<file path="config.mk">
export PLATFORM = sky130hd
export DESIGN_NAME = gpio_apb_regs
export DESIGN_NICKNAME = d
export VERILOG_FILES = /design/src/rtl/gpio_regs_pkg.sv /design/src/rtl/gpio_apb_decode.sv /design/src/rtl/gpio_port_regs.sv /design/src/rtl/gpio_irq_unit.sv /design/src/rtl/gpio_apb_regs.sv
export SDC_FILE = /design/constraint.sdc
export NUM_CORES = 1
export LEC_CHECK = 0
export BUFFER_PORTS_ARGS = -buffer_cell sky130_fd_sc_hd__buf_2
export CAP_MARGIN = 10
export CORE_AREA = 2 2 114 116
export DETAILED_ROUTE_END_ITERATION = 10
export DIE_AREA = 0 0 116 118
export GPL_TIMING_DRIVEN = 0
export PLACE_DENSITY_LB_ADDON = 0.2
export SLEW_MARGIN = 20
export SYNTH_ARGS = -nofsm -noshare
export SYNTH_HDL_FRONTEND = slang
export SYNTH_HIERARCHICAL = 1
export SYNTH_SLANG_ARGS = --single-unit
</file>
<file path="constraint.sdc">
create_clock -name clk -period 3.8 [get_ports clk]
set_input_delay 0.76 -clock clk [delete_from_list [all_inputs] [get_ports clk]]
set_output_delay 0.76 -clock clk [all_outputs]
set_load 0.1 [all_outputs]
</file>
<file path="src/rtl/gpio_regs_pkg.sv">
package gpio_regs_pkg;
  localparam int unsigned ADDR_W = 16;
  localparam int unsigned DATA_W = 32;

  localparam logic [ADDR_W-1:0] OFS_PIN_IN     = 16'h0000;
  localparam logic [ADDR_W-1:0] OFS_PIN_OUT    = 16'h0004;
  localparam logic [ADDR_W-1:0] OFS_PIN_OE     = 16'h0008;
  localparam logic [ADDR_W-1:0] OFS_IRQ_EN     = 16'hFF00;
  localparam logic [ADDR_W-1:0] OFS_IRQ_MASKED = 16'hFF04;
  localparam logic [ADDR_W-1:0] OFS_IRQ_RAW    = 16'hFF08;
  localparam logic [ADDR_W-1:0] OFS_IRQ_CLR    = 16'hFF0C;

  typedef enum logic [2:0] {
    SEL_NONE, SEL_PIN_IN, SEL_PIN_OUT, SEL_PIN_OE,
    SEL_IRQ_EN, SEL_IRQ_MASKED, SEL_IRQ_RAW, SEL_IRQ_CLR
  } reg_sel_e;

  function automatic reg_sel_e decode_offset(input logic [ADDR_W-1:0] a);
    case (a)
      OFS_PIN_IN:     return SEL_PIN_IN;
      OFS_PIN_OUT:    return SEL_PIN_OUT;
      OFS_PIN_OE:     return SEL_PIN_OE;
      OFS_IRQ_EN:     return SEL_IRQ_EN;
      OFS_IRQ_MASKED: return SEL_IRQ_MASKED;
      OFS_IRQ_RAW:    return SEL_IRQ_RAW;
      OFS_IRQ_CLR:    return SEL_IRQ_CLR;
      default:        return SEL_NONE;
    endcase
  endfunction

  // One status bit: a set in the same cycle as a clear keeps the bit.
  function automatic logic sticky_next(input logic cur, input logic set, input logic clr);
    return set | (cur & ~clr);
  endfunction
endpackage

</file>
<file path="src/rtl/gpio_apb_decode.sv">
module gpio_apb_decode
  import gpio_regs_pkg::*;
(
  input  logic              psel,
  input  logic              penable,
  input  logic              pwrite,
  input  logic [ADDR_W-1:0] paddr,
  output reg_sel_e          sel,
  output logic              wr_out,
  output logic              wr_oe,
  output logic              wr_en,
  output logic              wr_clr
);
  logic access_wr;

  assign sel       = decode_offset(paddr);
  assign access_wr = psel & penable & pwrite;
  assign wr_out    = access_wr & (sel == SEL_PIN_OUT);
  assign wr_oe     = access_wr & (sel == SEL_PIN_OE);
  assign wr_en     = access_wr & (sel == SEL_IRQ_EN);
  assign wr_clr    = access_wr & (sel == SEL_IRQ_CLR);
endmodule

</file>
<file path="src/rtl/gpio_port_regs.sv">
module gpio_port_regs #(
  parameter int unsigned NPINS = 8
) (
  input  logic             clk,
  input  logic             rst_n,
  input  logic             wr_out,
  input  logic             wr_oe,
  input  logic [NPINS-1:0] wdata,
  output logic [NPINS-1:0] out_q,
  output logic [NPINS-1:0] oe_q
);
  always_ff @(posedge clk or negedge rst_n) begin
    if (!rst_n) begin
      out_q <= '0;
      oe_q  <= '0;
    end else begin
      if (wr_out) out_q <= wdata;
      if (wr_oe)  oe_q  <= wdata;
    end
  end
endmodule

</file>
<file path="src/rtl/gpio_irq_unit.sv">
module gpio_irq_unit
  import gpio_regs_pkg::*;
#(
  parameter int unsigned NSRC = 32
) (
  input  logic            clk,
  input  logic            rst_n,
  input  logic            wr_en,
  input  logic            wr_clr,
  input  logic [NSRC-1:0] wdata,
  input  logic [NSRC-1:0] set_flags,
  output logic [NSRC-1:0] enable_q,
  output logic [NSRC-1:0] raw_q,
  output logic [NSRC-1:0] masked,
  output logic            irq
);
  logic [NSRC-1:0] clr_vec;

  assign clr_vec = wr_clr ? wdata : '0;

  always_ff @(posedge clk or negedge rst_n) begin
    if (!rst_n)     enable_q <= '0;
    else if (wr_en) enable_q <= wdata;
  end

  for (genvar i = 0; i < NSRC; i++) begin : g_src
    always_ff @(posedge clk or negedge rst_n) begin
      if (!rst_n) raw_q[i] <= 1'b0;
      else        raw_q[i] <= sticky_next(raw_q[i], set_flags[i], clr_vec[i]);
    end
  end

  assign masked = raw_q & enable_q;
  assign irq    = |masked;
endmodule

</file>
<file path="src/rtl/gpio_apb_regs.sv">
module gpio_apb_regs
  import gpio_regs_pkg::*;
#(
  parameter int unsigned NPINS = 8
) (
  input  logic                 clk,
  input  logic                 rst_n,
  input  logic                 psel,
  input  logic                 penable,
  input  logic                 pwrite,
  input  logic [ADDR_W-1:0]    paddr,
  input  logic [DATA_W-1:0]    pwdata,
  output logic [DATA_W-1:0]    prdata,
  output logic                 pready,
  output logic                 pslverr,
  input  logic [NPINS-1:0]     pin_state,
  input  logic [4*NPINS-1:0]   cond_flags,
  output logic [NPINS-1:0]     pin_out,
  output logic [NPINS-1:0]     pin_oe,
  output logic                 irq
);
  localparam int unsigned NSRC = 4 * NPINS;

  reg_sel_e        sel;
  logic            wr_out_s, wr_oe_s, wr_en_s, wr_clr_s;
  logic [NSRC-1:0] enable_q, raw_q, masked;

  gpio_apb_decode u_dec (
    .psel(psel), .penable(penable), .pwrite(pwrite), .paddr(paddr),
    .sel(sel), .wr_out(wr_out_s), .wr_oe(wr_oe_s), .wr_en(wr_en_s), .wr_clr(wr_clr_s)
  );

  gpio_port_regs #(.NPINS(NPINS)) u_port (
    .clk(clk), .rst_n(rst_n), .wr_out(wr_out_s), .wr_oe(wr_oe_s),
    .wdata(pwdata[NPINS-1:0]), .out_q(pin_out), .oe_q(pin_oe)
  );

  gpio_irq_unit #(.NSRC(NSRC)) u_irq (
    .clk(clk), .rst_n(rst_n), .wr_en(wr_en_s), .wr_clr(wr_clr_s),
    .wdata(pwdata[NSRC-1:0]), .set_flags(cond_flags),
    .enable_q(enable_q), .raw_q(raw_q), .masked(masked), .irq(irq)
  );

  always_comb begin
    prdata = '0;
    if (psel) begin
      case (sel)
        SEL_PIN_IN:     prdata = DATA_W'(pin_state);
        SEL_PIN_OUT:    prdata = DATA_W'(pin_out);
        SEL_PIN_OE:     prdata = DATA_W'(pin_oe);
        SEL_IRQ_EN:     prdata = DATA_W'(enable_q);
        SEL_IRQ_MASKED: prdata = DATA_W'(masked);
        SEL_IRQ_RAW:    prdata = DATA_W'(raw_q);
        default:        prdata = '0;
      endcase
    end
  end

  assign pready  = 1'b1;
  assign pslverr = 1'b0;
endmodule

</file>
# After elaboration in Yosys (flattened, before gate mapping)
# Index checks and enable logic that the tools add are counted.
dict set report op_classes {
  n_eq_ne 13
  mux 4
  bitwise 103
  n_reduce_logical 2
}
# operator n
set op_table {}
lappend op_table {{$pmux 32 s6} 1}
lappend op_table {{$eq 16x16->1 const B} 4}
lappend op_table {{$mux 32} 2}
lappend op_table {{$and 1x1->1} 38}
lappend op_table {{$and 32x32->32} 1}
lappend op_table {{$not 1->1} 32}
lappend op_table {{$or 1x1->1} 32}
lappend op_table {{$reduce_or 32->1} 1}
lappend op_table {{$pmux 3 s7} 1}
lappend op_table {{$eq 16x3->1 const B} 1}
lappend op_table {{$eq 16x4->1 const B} 1}
lappend op_table {{$logic_not 16->1} 1}
lappend op_table {{$eq 3x3->1 const B} 4}
lappend op_table {{$eq 3x2->1 const B} 2}
lappend op_table {{$eq 3x1->1 const B} 1}
dict set report word_totals {
  ff_bits 80
  output_inout_bits 51
  elab_cells 157
}

# Logic depth before layout (Yosys ltp)
dict set report depth {
  word_depth 8
  depth_mapped 10
  mapped_depth_nobuf 7
}

# By module
# Netlist, hierarchy kept.
# mod instances cells_each area_per_inst_um2 seq_area_each_um2
set by_module_without_submodules {}
lappend by_module_without_submodules {gpio_irq_unit 1 212 2647.5 1601.5}
lappend by_module_without_submodules {gpio_apb_regs 1 178 1373.8 0.0}
lappend by_module_without_submodules {gpio_port_regs 1 34 663.1 400.4}
lappend by_module_without_submodules {gpio_apb_decode 1 23 177.7 0.0}

# Worst setup path after synthesis
# Ideal clock, no wire load.
dict set report synth_timing {
  kind {in2out}
  startpoint {in paddr[5]}
  endpoint {out prdata[0]}
  t_arrival_ns 4.031
  required_ns 3.040
  slack_ns -0.991
  cell_stages 9
  n_path_buf 2
  path_cell_list {or4_4 -> nand4bb_1 -> a21oi_1 -> a21o_1 -> buf_6 -> buf_12 -> mux2i_1 -> or2_1 -> a31oi_1}
}
dict set report synth_via {
  elab_chain_cells 5
  elab_cells_between_ends 16
}
# element line_no
set synth_rtl {}
lappend synth_rtl {{start, declared} gpio_apb_regs.sv:11} ;# input logic [ADDR_W-1:0] paddr,
lappend synth_rtl {{$eq 16x16->1 (tied with other cells)} gpio_regs_pkg.sv:19} ;# case (a)
lappend synth_rtl {{$pmux 3 s7 *} gpio_regs_pkg.sv:19}
lappend synth_rtl {{via sel[1]} gpio_apb_regs.sv:24} ;# reg_sel_e sel;
lappend synth_rtl {{$eq 3x3->1 (tied with other cells)} gpio_apb_regs.sv:47} ;# case (sel)
lappend synth_rtl {{$pmux 32 s6 *} gpio_apb_regs.sv:47}
lappend synth_rtl {{$mux 32 *} gpio_apb_regs.sv:46} ;# if (psel) begin
lappend synth_rtl {{end, declared} gpio_apb_regs.sv:13} ;# output logic [DATA_W-1:0] prdata,
# Mark *: on every way through the listed nets, which the timed path passes. The rest lies on a longest branch.

# Worst setup path after layout
dict set report layout_timing {
  startpoint {in paddr[5]}
  endpoint {out prdata[6]}
}
# The elaborated chain is that of the path after synthesis.

==> results.sh <==
export IMPL_outcome="finished, violations left"
export IMPL_violations="setup timing"
export IMPL_antenna_found_initial=0
export IMPL_period_needed_ns=3.82
export IMPL_grt_overflow=0
export IMPL_die_height_um=118
export IMPL_cp_buffers_inverters=3
export IMPL_cp_num_cells=10
export IMPL_final_util_pct=57.9
export IMPL_finalSetupViolCount=5
export IMPL_yosysTopAreaCell="dfrtp_1"
export IMPL_slew_headroom_pct=50.7
export IMPL_crit_family="simple AND/OR/NAND/NOR gates"
export IMPL_cts_buffers_inserted=9
export IMPL_diodes=0
export IMPL_hold_viol=0
export IMPL_synthesis_area_sq_mm=0.00486
export IMPL_crit_arrival_ns=3.06
export IMPL_clk_pin_slew_worst_paths_ns=0.06
export IMPL_start_util_pct=39.2
export IMPL_syn_area_per_cell_sq_um=10.9
export IMPL_hpwl_mm=10.1
export IMPL_path_common_cell="buf_6"
export IMPL_gp_congestion=0.842
export IMPL_final_setup_tns_ns=-0.0396
export IMPL_drtIter0Drc=150
export IMPL_htreeDepth=3
export IMPL_grt_pass1_vias=4290
export IMPL_syn_nets=540
export IMPL_synth_top_area_share_pct=41.2
export IMPL_postPlaceCellArea_sq_mm=0.00609
export IMPL_layout_drive_gt1_share_pct=50.0
export IMPL_max_freq_mhz=262
export IMPL_cp_end_kind="output pin"
export IMPL_fin_crit_sh_pct=101
export IMPL_vdd_drop_max_mv=0.187
export IMPL_rr_startpoint="u_port/out_q[3]"
export IMPL_synth_distinct_cells=52
export IMPL_async_flop_share_pct=100
export IMPL_row_count=41
export IMPL_power_density_mw_per_mm2=269
export IMPL_hold_ws_ns=0.376
export IMPL_dr_pass1_iters=4
export IMPL_ys_seq_elements=80
export IMPL_ant_nets=0
export IMPL_grt_pass1_wl_mm=22.4
export IMPL_cap_violations=0
export IMPL_yosysWarnings=6
export IMPL_r2r_cells=1
export IMPL_synth_edff_count=0
export IMPL_power_leakage_nw=2.93
export IMPL_clock_latency_ns=0.34
export IMPL_grtUsageTotal_pct=21.1
export IMPL_rsz0062_at_grt="true"
export IMPL_slowest_stage="or4_4"
export IMPL_r2r_end="u_port/out_q[3]"
export IMPL_drc=0
export IMPL_tightest_slew_ns=0.739
export IMPL_port_buffer_count=141
export IMPL_dp_slack_ns=-0.408
export IMPL_setup_slack_ns=-0.0203
export IMPL_syn_to_final_growth_pct=47.8
export IMPL_pin_count=144
export IMPL_hp_class="in -> async"
export IMPL_cts_sinks=80
export IMPL_worstPathRequired_ns=3.04
export IMPL_fin_skew_ns=0
export IMPL_crit_path_cell_trace="buf_6 > or4_4 > nor4_4 > nand2_1 > o21ai_2 > buf_6 > mux2_4 > a221oi_4 > nor2_4 > buf_12"
export IMPL_yosysSeqAreaShare_pct=41.2
export IMPL_clock_path_buffers=2
export IMPL_cp_start_kind="input pin"
export IMPL_post_drt_via_cell_ratio=5.10
export IMPL_die_area_sq_mm=0.0137
export IMPL_fp_dieW_um=116
export IMPL_synthTopCellsByArea="dfrtp_1 41%, mux2_2 9.5%, mux2i_1 6.6%, mux2_4 5.2%, a21o_1 4.9%"
export IMPL_wirelength_mm=14.0
export IMPL_netlist_instances=447
export IMPL_path_class="in -> out"
export IMPL_fin_area_sq_mm=0.00719
export IMPL_worstSetupStartpoint="paddr[5]"
export IMPL_grt_max_degree=50
export IMPL_max_stage_delay_ns=0.55
export IMPL_vias=4009
export IMPL_cts_tree="done"
export IMPL_ys_flop_type="dfrtp_1"
export IMPL_worst_path_max_fanout=6
export IMPL_post_drt_wl_per_cell_um=17.9
export IMPL_root_buffer="clkbuf_16"
export IMPL_drv_slew=0
export IMPL_core_area_sq_mm=0.0124
export IMPL_fin_nets=704
export IMPL_regToRegSetupSlack_ns=2.98
final cells by class:
type                    instances  area (sq um)
fillers                      1082          5230
multi-input cells             336          2980
flip-flops and latches         80          2000
repair buffers                153          1360
plain buffers                  29           299
clock buffers                  10           229
well taps                     172           215
clock inverters                 4          95.1
inverters                       2          7.51
metrics by stage:
step / power (mW) / std cells
after floorplan: 0.892 / 447
after global placement: 0.969 / 760
after detailed placement: 0.976 / 761
after CTS: 1.96 / 781
after global routing: 2.01 / 786
final: 1.94 / 786
layer usage:
layer	GRT usage, %	up-vias	wire length, um
li1	-	1894	-
met1	27.4	1978	6270
met2	34.5	114	6750
met3	4.58	23	715
met4	7.66	0	311
met5	0	-	0
cells in the final DEF (no fill, tap or decap), types with 4 or more instances in the layout:
cell type  netlist  routed
nand2_1         64      62
mux2_2          41      38
mux2i_1         32      30
clkbuf_1         6       6
buf_6            5       7
or2_2            5       5
buf_4            8      12
and2_1          30      30
a21oi_4          0      23
a211o_1          4       4
buf_2            1     107
or4_1            9       9
buf_8            0       4
a31oi_4          0       4
o211ai_1         4       4
mux2_4          17      20
or2_1           23      25
dfrtp_1         80      80
clkbuf_16        0      12
buf_12           4      37
a21o_1          32      32
state kept, by name, indices dropped and copies added (netlist names):
signal	flops
u_irq/enable_q	32
u_irq/raw_q	32
u_port/oe_q	8
u_port/out_q	8
worst max-delay path by stage:
stage                       to
detailed placement  prdata[22]
global placement    prdata[22]
CTS                  prdata[4]
global route        prdata[22]
finish               prdata[6]
floorplan            prdata[0]
synthesized netlist by cell type (2+ instances only):
cell type / count
dfrtp_1: 80
nand2_1: 64
mux2_2: 41
a21o_1: 32
mux2i_1: 32
and2_1: 30
or2_1: 23
a21oi_2: 19
mux2_4: 17
or4_1: 9
buf_4: 8
clkbuf_1: 6
a21oi_1: 5
a31oi_1: 5
buf_6: 5
nand3_1: 5
or2_2: 5
a211o_1: 4
buf_12: 4
o211ai_1: 4
or2_0: 4
buf_1: 3
nor4_1: 3
a2bb2oi_1: 2
and2_4: 2
clkbuf_2: 2
conb_1: 2
inv_1: 2
nand2b_1: 2
nand4_1: 2
nor2_1: 2
nor2b_1: 2
nor2b_2: 2
cells by family (layout without fill, tap and decap cells):
family	Yosys count	after routing	share of synthesized area, %
buffers and inverters	31	198	5.20
multiplexers	90	90	21.3
other	2	2	0.154
adder cells (fa/ha/maj)	1	1	0.206
AND/OR/NAND/NOR	165	165	19.5
AO/OA/AOI/OAI	78	78	12.4
flip-flops	80	80	41.2
where the power goes:
group | switching, mW | internal [mW] | total (mW)
Sequential | 0.0000378 | 0.852 | 0.852
Clock | 0.341 | 0.634 | 0.975
Combinational | 0.0638 | 0.0462 | 0.110
Total | 0.405 | 1.53 | 1.94
repair_timing:
item                       in CTS  in global routing
hold buffers                    0                  0
gates cloned                    1                  3
pin swaps                       7                  4
setup endpoints to repair      32                 32
gates resized for setup       139                 23
setup buffers                   5                  2
No activity file was read; power rests on OpenSTA's default activity.
